$ cat config.mk
export PLATFORM = sky130hd
export DESIGN_NAME = abd_autobaud
export DESIGN_NICKNAME = d
export VERILOG_FILES = /design/src/rtl/abd_pkg.sv /design/src/rtl/abd_meas.sv /design/src/rtl/abd_tx.sv /design/src/rtl/abd_rx.sv /design/src/rtl/abd_ack.sv /design/src/rtl/abd_autobaud.sv
export SDC_FILE = /design/constraint.sdc
export NUM_CORES = 1
export LEC_CHECK = 0
export ABC_AREA = 1
export BUFFER_PORTS_ARGS = -buffer_cell sky130_fd_sc_hd__buf_2
export CORE_AREA = 2 2 157 190
export DETAILED_ROUTE_END_ITERATION = 8
export DIE_AREA = 0 0 159 192
export HOLD_SLACK_MARGIN = 0.12
export PLACE_DENSITY = 0.49
export SETUP_SLACK_MARGIN = 0.2
export SLEW_MARGIN = 20
export SYNTH_ARGS = -nofsm -noshare
export SYNTH_HDL_FRONTEND = slang
export SYNTH_HIERARCHICAL = 1
export SYNTH_SLANG_ARGS = --single-unit
$ cat constraint.sdc
create_clock -name clk_i -period 4 [get_ports clk_i]
set_input_delay 0.8 -clock clk_i [delete_from_list [all_inputs] [get_ports clk_i]]
set_output_delay 0.8 -clock clk_i [all_outputs]
set_load 0.005 [all_outputs]
$ cat src/rtl/abd_pkg.sv
// Shared constants and state types for the autobaud UART.
package abd_pkg;
    localparam int CHAR_BITS      = 8;
    localparam int SYNC_RISES     = 4;   // rising edges that close the sync span
    localparam int SPAN_LOG2      = 3;   // the span covers 2**3 bit periods
    localparam int ST_RXRDY       = 0;
    localparam int ST_HOLD_EMPTY  = 5;
    localparam int ST_XMIT_IDLE   = 6;
    localparam logic [7:0] ACK_FIRST  = 8'h4F;
    localparam logic [7:0] ACK_SECOND = 8'h4B;

    typedef enum logic [1:0] {MS_IDLE, MS_ARMED, MS_COUNT, MS_LOCKED} meas_state_t;
    typedef enum logic [2:0] {RS_IDLE, RS_START, RS_DATA, RS_STOP, RS_WAIT} rx_state_t;
    typedef enum logic [1:0] {AS_FIRST, AS_SECOND, AS_DRAIN, AS_DONE} ack_state_t;
endpackage

$ cat src/rtl/abd_meas.sv
// Baud measurement. Once armed, it counts clock cycles from a falling edge
// to the fourth rising edge after it (8 bit periods of 0xAA) and locks the
// divisor. It assumes fall_i/rise_i come from a synchronized line, so both
// edges carry the same delay.
module abd_meas
    import abd_pkg::*;
#(
    parameter int DIV_W     = 16,
    parameter int MAX_COUNT = 524287,
    parameter int MIN_DIV   = 16
) (
    input  logic             clk_i,
    input  logic             rst_ni,
    input  logic             arm_i,
    input  logic             fall_i,
    input  logic             rise_i,
    output logic             locked_o,
    output logic [DIV_W-1:0] divisor_o
);
    localparam int CNT_W = DIV_W + SPAN_LOG2;
    localparam logic [CNT_W-1:0] CNT_LIMIT = CNT_W'(MAX_COUNT);
    localparam logic [DIV_W-1:0] DIV_FLOOR = DIV_W'(MIN_DIV);

    meas_state_t      st;
    logic [CNT_W-1:0] cnt;
    logic [CNT_W-1:0] cnt_nx;
    logic [1:0]       rises;
    logic [DIV_W-1:0] cand;

    assign cnt_nx = cnt + 1'b1;
    assign cand   = cnt_nx[CNT_W-1:SPAN_LOG2];

    // Detection state machine with timeout, floor check and freeze.
    always_ff @(posedge clk_i) begin
        if (!rst_ni) begin
            st        <= MS_IDLE;
            cnt       <= '0;
            rises     <= '0;
            divisor_o <= '0;
        end else begin
            case (st)
                MS_IDLE: if (arm_i) st <= MS_ARMED;
                MS_ARMED: begin
                    if (fall_i) begin
                        st    <= MS_COUNT;
                        cnt   <= '0;
                        rises <= '0;
                    end
                end
                MS_COUNT: begin
                    cnt <= cnt_nx;
                    if (rise_i) begin
                        if (rises == 2'(SYNC_RISES - 1)) begin
                            if (cand >= DIV_FLOOR) begin
                                divisor_o <= cand;
                                st        <= MS_LOCKED;
                            end else begin
                                st <= MS_ARMED;
                            end
                        end else begin
                            rises <= rises + 1'b1;
                        end
                    end else if (cnt_nx >= CNT_LIMIT) begin
                        st <= MS_ARMED;
                    end
                end
                MS_LOCKED: st <= MS_LOCKED;
                default:   st <= MS_IDLE;
            endcase
        end
    end

    assign locked_o = (st == MS_LOCKED);
endmodule

$ cat src/rtl/abd_tx.sv
// Transmitter: one holding register feeding a 10-bit 8N1 shift register.
// The empty flag is a register that is set full on the write edge itself,
// so a poll in the next cycle already sees it full. Assumes div_i >= 1.
module abd_tx
    import abd_pkg::*;
#(
    parameter int DIV_W = 16
) (
    input  logic             clk_i,
    input  logic             rst_ni,
    input  logic [DIV_W-1:0] div_i,
    input  logic             wr_i,
    input  logic [7:0]       wdata_i,
    output logic             txd_o,
    output logic             hold_empty_o,
    output logic             idle_o
);
    localparam int FRAME_BITS = CHAR_BITS + 2;
    localparam int BIT_W      = $clog2(FRAME_BITS);

    logic [7:0]            hold_q;
    logic                  hold_full;
    logic [FRAME_BITS-1:0] shreg;
    logic                  busy;
    logic [BIT_W-1:0]      bitcnt;
    logic [DIV_W-1:0]      baud_cnt;
    logic                  load;

    assign load = hold_full & ~busy;

    // Holding register: a write marks it full, a transfer to the shifter empties it.
    always_ff @(posedge clk_i) begin
        if (!rst_ni) begin
            hold_full <= 1'b0;
            hold_q    <= '0;
        end else begin
            hold_full <= (hold_full & ~load) | wr_i;
            if (wr_i) hold_q <= wdata_i;
        end
    end

    // Shift register: frames the byte and shifts one bit every div_i cycles.
    always_ff @(posedge clk_i) begin
        if (!rst_ni) begin
            shreg    <= '1;
            busy     <= 1'b0;
            bitcnt   <= '0;
            baud_cnt <= '0;
        end else if (load) begin
            shreg    <= {1'b1, hold_q, 1'b0};
            busy     <= 1'b1;
            bitcnt   <= '0;
            baud_cnt <= '0;
        end else if (busy) begin
            if (baud_cnt == div_i - 1'b1) begin
                baud_cnt <= '0;
                shreg    <= {1'b1, shreg[FRAME_BITS-1:1]};
                if (bitcnt == BIT_W'(FRAME_BITS - 1)) busy <= 1'b0;
                else bitcnt <= bitcnt + 1'b1;
            end else begin
                baud_cnt <= baud_cnt + 1'b1;
            end
        end
    end

    assign txd_o        = busy ? shreg[0] : 1'b1;
    assign hold_empty_o = ~hold_full;
    assign idle_o       = ~hold_full & ~busy;
endmodule

$ cat src/rtl/abd_rx.sv
// Receiver with 16x oversampling. A phase accumulator adds 16 per clock and
// ticks when it passes the divisor, giving 16 ticks per bit on average. The
// start bit is checked at tick 8 and each later bit is sampled 16 ticks on.
// A frame with a low stop bit is dropped, and the receiver waits for the
// line to go high. Assumes div_i >= 16.
module abd_rx
    import abd_pkg::*;
#(
    parameter int DIV_W = 16,
    parameter int OVS   = 16
) (
    input  logic             clk_i,
    input  logic             rst_ni,
    input  logic             en_i,
    input  logic             rxd_i,
    input  logic [DIV_W-1:0] div_i,
    output logic             valid_o,
    output logic [7:0]       data_o
);
    localparam int ACC_W  = DIV_W + 1;
    localparam int SUB_W  = $clog2(OVS);
    localparam int BITN_W = $clog2(CHAR_BITS);
    localparam logic [SUB_W-1:0] SUB_MID = SUB_W'(OVS / 2 - 1);
    localparam logic [SUB_W-1:0] SUB_END = SUB_W'(OVS - 1);

    rx_state_t         st;
    logic [ACC_W-1:0]  acc;
    logic [ACC_W-1:0]  acc_sum;
    logic              tick;
    logic [SUB_W-1:0]  sub;
    logic [BITN_W-1:0] bitn;
    logic [7:0]        sh;

    assign acc_sum = acc + ACC_W'(OVS);
    assign tick    = (st != RS_IDLE) && (acc_sum >= {1'b0, div_i});

    // Oversample phase accumulator, restarted at every start-bit detection.
    always_ff @(posedge clk_i) begin
        if (!rst_ni)           acc <= '0;
        else if (st == RS_IDLE) acc <= '0;
        else if (tick)         acc <= acc_sum - {1'b0, div_i};
        else                   acc <= acc_sum;
    end

    // Frame state machine: start check, data sampling, stop check.
    always_ff @(posedge clk_i) begin
        if (!rst_ni) begin
            st      <= RS_IDLE;
            sub     <= '0;
            bitn    <= '0;
            sh      <= '0;
            valid_o <= 1'b0;
            data_o  <= '0;
        end else begin
            valid_o <= 1'b0;
            case (st)
                RS_IDLE: begin
                    if (en_i && !rxd_i) begin
                        st  <= RS_START;
                        sub <= '0;
                    end
                end
                RS_START: if (tick) begin
                    if (sub == SUB_MID) begin
                        sub  <= '0;
                        bitn <= '0;
                        st   <= rxd_i ? RS_IDLE : RS_DATA;
                    end else sub <= sub + 1'b1;
                end
                RS_DATA: if (tick) begin
                    if (sub == SUB_END) begin
                        sub <= '0;
                        sh  <= {rxd_i, sh[7:1]};
                        if (bitn == BITN_W'(CHAR_BITS - 1)) st <= RS_STOP;
                        else bitn <= bitn + 1'b1;
                    end else sub <= sub + 1'b1;
                end
                RS_STOP: if (tick) begin
                    if (sub == SUB_END) begin
                        sub <= '0;
                        if (rxd_i) begin
                            valid_o <= 1'b1;
                            data_o  <= sh;
                            st      <= RS_IDLE;
                        end else begin
                            st <= RS_WAIT;
                        end
                    end else sub <= sub + 1'b1;
                end
                RS_WAIT: if (rxd_i) st <= RS_IDLE;
                default: st <= RS_IDLE;
            endcase
        end
    end
endmodule

$ cat src/rtl/abd_ack.sv
// Acknowledge sequencer. After lock it writes the first reply character
// when the holding register reads empty, then the second when it reads
// empty again. It reports done once the transmitter has drained. Relies on
// the empty flag being registered, so it cannot write twice into one full slot.
module abd_ack
    import abd_pkg::*;
(
    input  logic       clk_i,
    input  logic       rst_ni,
    input  logic       locked_i,
    input  logic       hold_empty_i,
    input  logic       xmit_idle_i,
    output logic       wr_o,
    output logic [7:0] wdata_o,
    output logic       done_o
);
    ack_state_t st;

    // Write request and character for the current step.
    always_comb begin
        wr_o    = 1'b0;
        wdata_o = ACK_FIRST;
        case (st)
            AS_FIRST:  wr_o = locked_i & hold_empty_i;
            AS_SECOND: begin
                wr_o    = hold_empty_i;
                wdata_o = ACK_SECOND;
            end
            default: wr_o = 1'b0;
        endcase
    end

    // Step through first char, second char, drain, done.
    always_ff @(posedge clk_i) begin
        if (!rst_ni) st <= AS_FIRST;
        else begin
            case (st)
                AS_FIRST:  if (wr_o) st <= AS_SECOND;
                AS_SECOND: if (wr_o) st <= AS_DRAIN;
                AS_DRAIN:  if (xmit_idle_i) st <= AS_DONE;
                default:   st <= AS_DONE;
            endcase
        end
    end

    assign done_o = (st == AS_DONE);
endmodule

$ cat src/rtl/abd_autobaud.sv
// Top of the autobaud UART. It synchronizes the receive line, measures the
// sync character, sends the acknowledge, and then serves a register port:
// select 0 writes the holding register or reads the received byte, select 1
// reads the status byte. Assumes a single clock domain with rxd_i asynchronous.
module abd_autobaud
    import abd_pkg::*;
#(
    parameter int DIV_W     = 16,
    parameter int MAX_COUNT = 524287,
    parameter int MIN_DIV   = 16
) (
    input  logic             clk_i,
    input  logic             rst_ni,
    input  logic             rxd_i,
    output logic             txd_o,
    input  logic             start_i,
    output logic             locked_o,
    output logic [DIV_W-1:0] divisor_o,
    input  logic             reg_sel_i,
    input  logic             reg_wr_i,
    input  logic             reg_rd_i,
    input  logic [7:0]       reg_wdata_i,
    output logic [7:0]       reg_rdata_o
);
    logic       rx_meta, rx_sync, rx_prev;
    logic       fall, rise;
    logic       ack_wr, ack_done;
    logic [7:0] ack_data;
    logic       sw_wr, thr_wr;
    logic [7:0] thr_data;
    logic       thr_empty, tx_idle;
    logic       rx_valid;
    logic [7:0] rx_byte;
    logic       rdr;
    logic [7:0] rbr;
    logic [7:0] status;

    // Two-flop synchronizer plus one delay stage for edge detection.
    always_ff @(posedge clk_i) begin
        if (!rst_ni) begin
            rx_meta <= 1'b1;
            rx_sync <= 1'b1;
            rx_prev <= 1'b1;
        end else begin
            rx_meta <= rxd_i;
            rx_sync <= rx_meta;
            rx_prev <= rx_sync;
        end
    end

    assign fall = rx_prev & ~rx_sync;
    assign rise = ~rx_prev & rx_sync;

    abd_meas #(.DIV_W(DIV_W), .MAX_COUNT(MAX_COUNT), .MIN_DIV(MIN_DIV)) u_meas (
        .clk_i(clk_i), .rst_ni(rst_ni), .arm_i(start_i), .fall_i(fall),
        .rise_i(rise), .locked_o(locked_o), .divisor_o(divisor_o)
    );

    abd_ack u_ack (
        .clk_i(clk_i), .rst_ni(rst_ni), .locked_i(locked_o),
        .hold_empty_i(thr_empty), .xmit_idle_i(tx_idle),
        .wr_o(ack_wr), .wdata_o(ack_data), .done_o(ack_done)
    );

    assign sw_wr    = reg_wr_i & ~reg_sel_i & ack_done;
    assign thr_wr   = ack_wr | sw_wr;
    assign thr_data = ack_wr ? ack_data : reg_wdata_i;

    abd_tx #(.DIV_W(DIV_W)) u_tx (
        .clk_i(clk_i), .rst_ni(rst_ni), .div_i(divisor_o), .wr_i(thr_wr),
        .wdata_i(thr_data), .txd_o(txd_o), .hold_empty_o(thr_empty), .idle_o(tx_idle)
    );

    abd_rx #(.DIV_W(DIV_W)) u_rx (
        .clk_i(clk_i), .rst_ni(rst_ni), .en_i(locked_o), .rxd_i(rx_sync),
        .div_i(divisor_o), .valid_o(rx_valid), .data_o(rx_byte)
    );

    // Received byte buffer and ready flag; a data-select read clears the flag.
    always_ff @(posedge clk_i) begin
        if (!rst_ni) begin
            rdr <= 1'b0;
            rbr <= '0;
        end else if (rx_valid) begin
            rdr <= 1'b1;
            rbr <= rx_byte;
        end else if (reg_rd_i && !reg_sel_i) begin
            rdr <= 1'b0;
        end
    end

    // Status byte assembly.
    always_comb begin
        status                = '0;
        status[ST_RXRDY]      = rdr;
        status[ST_HOLD_EMPTY] = thr_empty;
        status[ST_XMIT_IDLE]  = tx_idle;
    end

    assign reg_rdata_o = reg_sel_i ? status : rbr;
endmodule

==> results.toml <==
[critical_path]
ff2ff_setup_slack_ns = 0.61
worstReg2RegEnd = "u_rx/bitn[1]"
worstSetupPathType = "flop to flop"
rr_worst_depth = 21
critPathMaxFanout = 24
critPathRequiredTime_ns = 4.33
endpoint_kind = "flop"
worstReg2RegStart = "u_rx/acc[4]"
setup.worst_path.start_class = "flop"
crit_arrival_ns = 3.72

[final_layout]
multi_input_area_sq_um = 4910
layout-drive-gt1-share_pct = 10.3
post-route-util_pct = 33.8
final_cell_area_sq_um = 9670
fillerInstances = 3200
num-nets-final = 1416
antenna_cells = 0
flow.area_growth_from_synthesis_pct = 13.4
layout.cells.most_common_list = "nand2_1 (344), nor2_1 (192), inv_1 (181)"
layout_commonest_cell = "nand2_1"
regArea_sq_um = 2720

[placed_design]
port_buffers = 40
dp.final_hpwl_mm = 16.8
preCtsSetupSlack_ns = 0.592
detailed_place.area_sq_um = 9070
routabilityCongestion = 0.817

[synth]
synth-seq-cells = 136
postSynth.asyncResetShare_pct = 0
synth_seq_area_share_pct = 31.9
number_of_flops_mapped_to_enable_cells_by_yosys = 0
post_synth.cell_area_avg_sq_um = 6.40
cell_count_after_synthesis = 1334
synth_ff_type = "dfxtp_1"
synthesis.area_sq_um = 8530
synth.top_cell.area_share_pct = 31.9
yosysUniqueCellTypes = 49
post_synth_main_area_contributors = "dfxtp_1 (32%), nand2_1 (15%), nor2_1 (8.4%)"
yosysTopAreaCell = "dfxtp_1"
yosys_warnings = 6

[clock_network]
clock_tree.htree_level_count = 4
cts_resized = 0
cts-root-buf = "clkbuf_16"
clock_insertion_delay_worst_skew_ns = 0.43
ctsHoldBuffers = 0
cts.clk_slew.worst_paths_ns = 0.06
clock_tree.buffer_depth = 2
cts.repair_timing.setup_buffer_count = 0
cts_tree = "built"
clock_sinks = 136
tritoncts_buffers = 17

[power]
net_switching_component_of_the_power_w = 0.00160
power.share.combinational_pct = 29.2
power.density_nw_per_um2 = 464
peakVddDrop_v = 0.000246
seq_power_share_pct = 34.8
pwr-share-clk_pct = 36.0
power.switching_fraction_pct = 35.6
static-leakage-power_nw = 4.51
p_int_w = 0.00289

[drt]
ant_nets = 0
routed_wirelength_mm = 21.9
topRoutingLayerUsed = "met4"
drt-vias-per-instance = 4.52
vias = 7998
routed-wl-met3_microns = 615
first_pass_iters = 6
route.detailed.wl_per_inst_microns = 12.4
routed-wl-met2_mm = 11.2
drt_iter0_markers = 408
wl_met1_mm = 9.64
drc = 0

[global_route]
wire_length_of_the_first_global_routing_pass_mm = 35.8
grt_util_overall_pct = 14.6
global_route.overflow_total = 0
grt_pass1_vias = 7339
grt_start_max_net_pins = 35
antenna_found_initial = 0

[timing]
timing.final.crit_share_pct = 84.7
final_hold_viol_count = 0
whs_ns = 0.436
final.setup_skew_ns = 0.00975
max_clock_freq_mhz = 295
worst_pin_slew_ns = 0.654
count_of_final_max_slew_check_failures = 0
fin_tns_setup_ns = 0
finalSetupViolCount = 0
slew_headroom_pct = 56.1
unrepaired_setup_endpoints_after_global_routing = "false"
postLayoutSetupSlackWorst_ns = 0.612
post-route-min-period_ns = 3.39

[floorplan]
fp.coreArea_sq_um = 28600
floorplan.rows = 68
io_pins = 41
die_height_microns = 192
initial_utilization_pct = 29.8
fp.dieArea_sq_um = 30500
chipWidth_microns = 159

[hold_path]
hold_path_class = "flop to flop"
hold_end = "rx_sync"
holdCritStartpoint = "rx_meta"
hold_path_depth = 1

[run]
drv.max_cap_violation_count = 0

[status]
status = "complete, no violations"
[power by group through the flow]
stage | clock network (W) | registers [W] | logic, W
floorplan | 0 | 0.00157 | 0.00106
global placement | 0 | 0.00159 | 0.00132
detailed placement | 0 | 0.00159 | 0.00132
CTS | 0.00167 | 0.00156 | 0.00132
global route | 0.00172 | 0.00158 | 0.00151
finish | 0.00162 | 0.00156 | 0.00131
[layer usage]
layer / up-vias / global-route usage [%]
met1: 3602 / 16.7
met4: 0 / 5.77
met3: 25 / 2.53
li1: 4269 / -
met2: 102 / 27.0
met5: - / 0
[cell type report]
class	instances	share of cell area, %
Multi-Input combinational cell	981	50.8
Inverter	191	7.41
Clock inverter	9	1.19
Tap cell	385	4.98
Timing Repair Buffer	45	2.46
Clock buffer	23	5.04
Sequential cell	136	28.1
[Yosys cell counts (3+ instances only)]
cell / count
o21ai_0: 63
nand3b_1: 3
buf_4: 7
nand3_1: 102
nand2_2: 9
buf_6: 4
nor3_1: 7
a21oi_1: 76
inv_2: 6
clkbuf_1: 9
xor2_1: 33
nand3_2: 6
nand2_1: 344
nor2_1: 192
clkinv_1: 4
nor2_4: 7
or2_1: 3
buf_2: 7
ha_1: 28
nand4_1: 13
a21oi_2: 4
o21ai_1: 17
xnor2_1: 14
nor2_2: 21
inv_1: 181
dfxtp_1: 136
o21ai_2: 3
a31oi_1: 5
or2_2: 4
[sequential cells by signal (all words and copies together) (netlist names), 3 cells and up]
| name | flops |
|---|---|
| u_rx/sub | 4 |
| u_meas/divisor_o | 16 |
| u_rx/acc | 17 |
| u_meas/cnt | 19 |
| u_rx/st | 3 |
| u_rx/data_o | 8 |
| u_tx/shreg | 9 |
| u_rx/bitn | 3 |
| u_tx/hold_q | 8 |
| rbr | 8 |
| u_tx/bitcnt | 4 |
| u_rx/sh | 8 |
| u_tx/baud_cnt | 16 |
[worst max-delay path, stage by stage, from the launching register on]
cell and delay (ns):
dfxtp_1 0.38, nand3_1 0.13, nor2_1 0.15, nand4_1 0.13
nor2_1 0.14, inv_1 0.07, nor3_1 0.18, xor2_1 0.12
ha_1 0.38, nand2_1 0.09, nor2_2 0.12, nand2_1 0.07
o21ai_2 0.15, nor2_2 0.08, a21oi_4 0.16, nand2_4 0.15
inv_2 0.33, a21oi_2 0.10, nor2_2 0.18, nand2_1 0.07
nand2_1 0.06, nor2_1 0.04
[through the flow]
stage,total power (W),std cells
after global routing,0.00480,1770
final,0.00449,1770
after CTS,0.00455,1770
after floorplan,0.00263,1339
after detailed placement,0.00291,1738
after global placement,0.00291,1738
[kinds of logic (layout without fill, tap and decap cells)]
| family | count (synthesis) | count (layout) | synth area share (%) |
|---|---|---|---|
| xor+xnor | 48 | 48 | 5.09 |
| flops | 136 | 136 | 31.9 |
| buf+inv | 222 | 268 | 10.7 |
| compound gates | 179 | 179 | 11.4 |
| other cells | 2 | 7 | 0.0880 |
| fa+ha+maj | 29 | 29 | 4.34 |
| simple gates | 718 | 718 | 36.4 |
[worst max-delay path by stage]
stage                     start      endpoint  depth (start not counted)
finish              u_rx/acc[4]  u_rx/bitn[1]                         21
global route        u_rx/acc[4]  u_rx/bitn[0]                         21
CTS                 u_rx/acc[4]  u_rx/bitn[2]                         21
detailed placement  u_rx/acc[4]  u_rx/bitn[2]                         21
global placement    u_rx/acc[4]  u_rx/bitn[2]                         21
floorplan           u_rx/acc[4]  u_rx/bitn[0]                         21
Power figures use the tool's default switching activity.
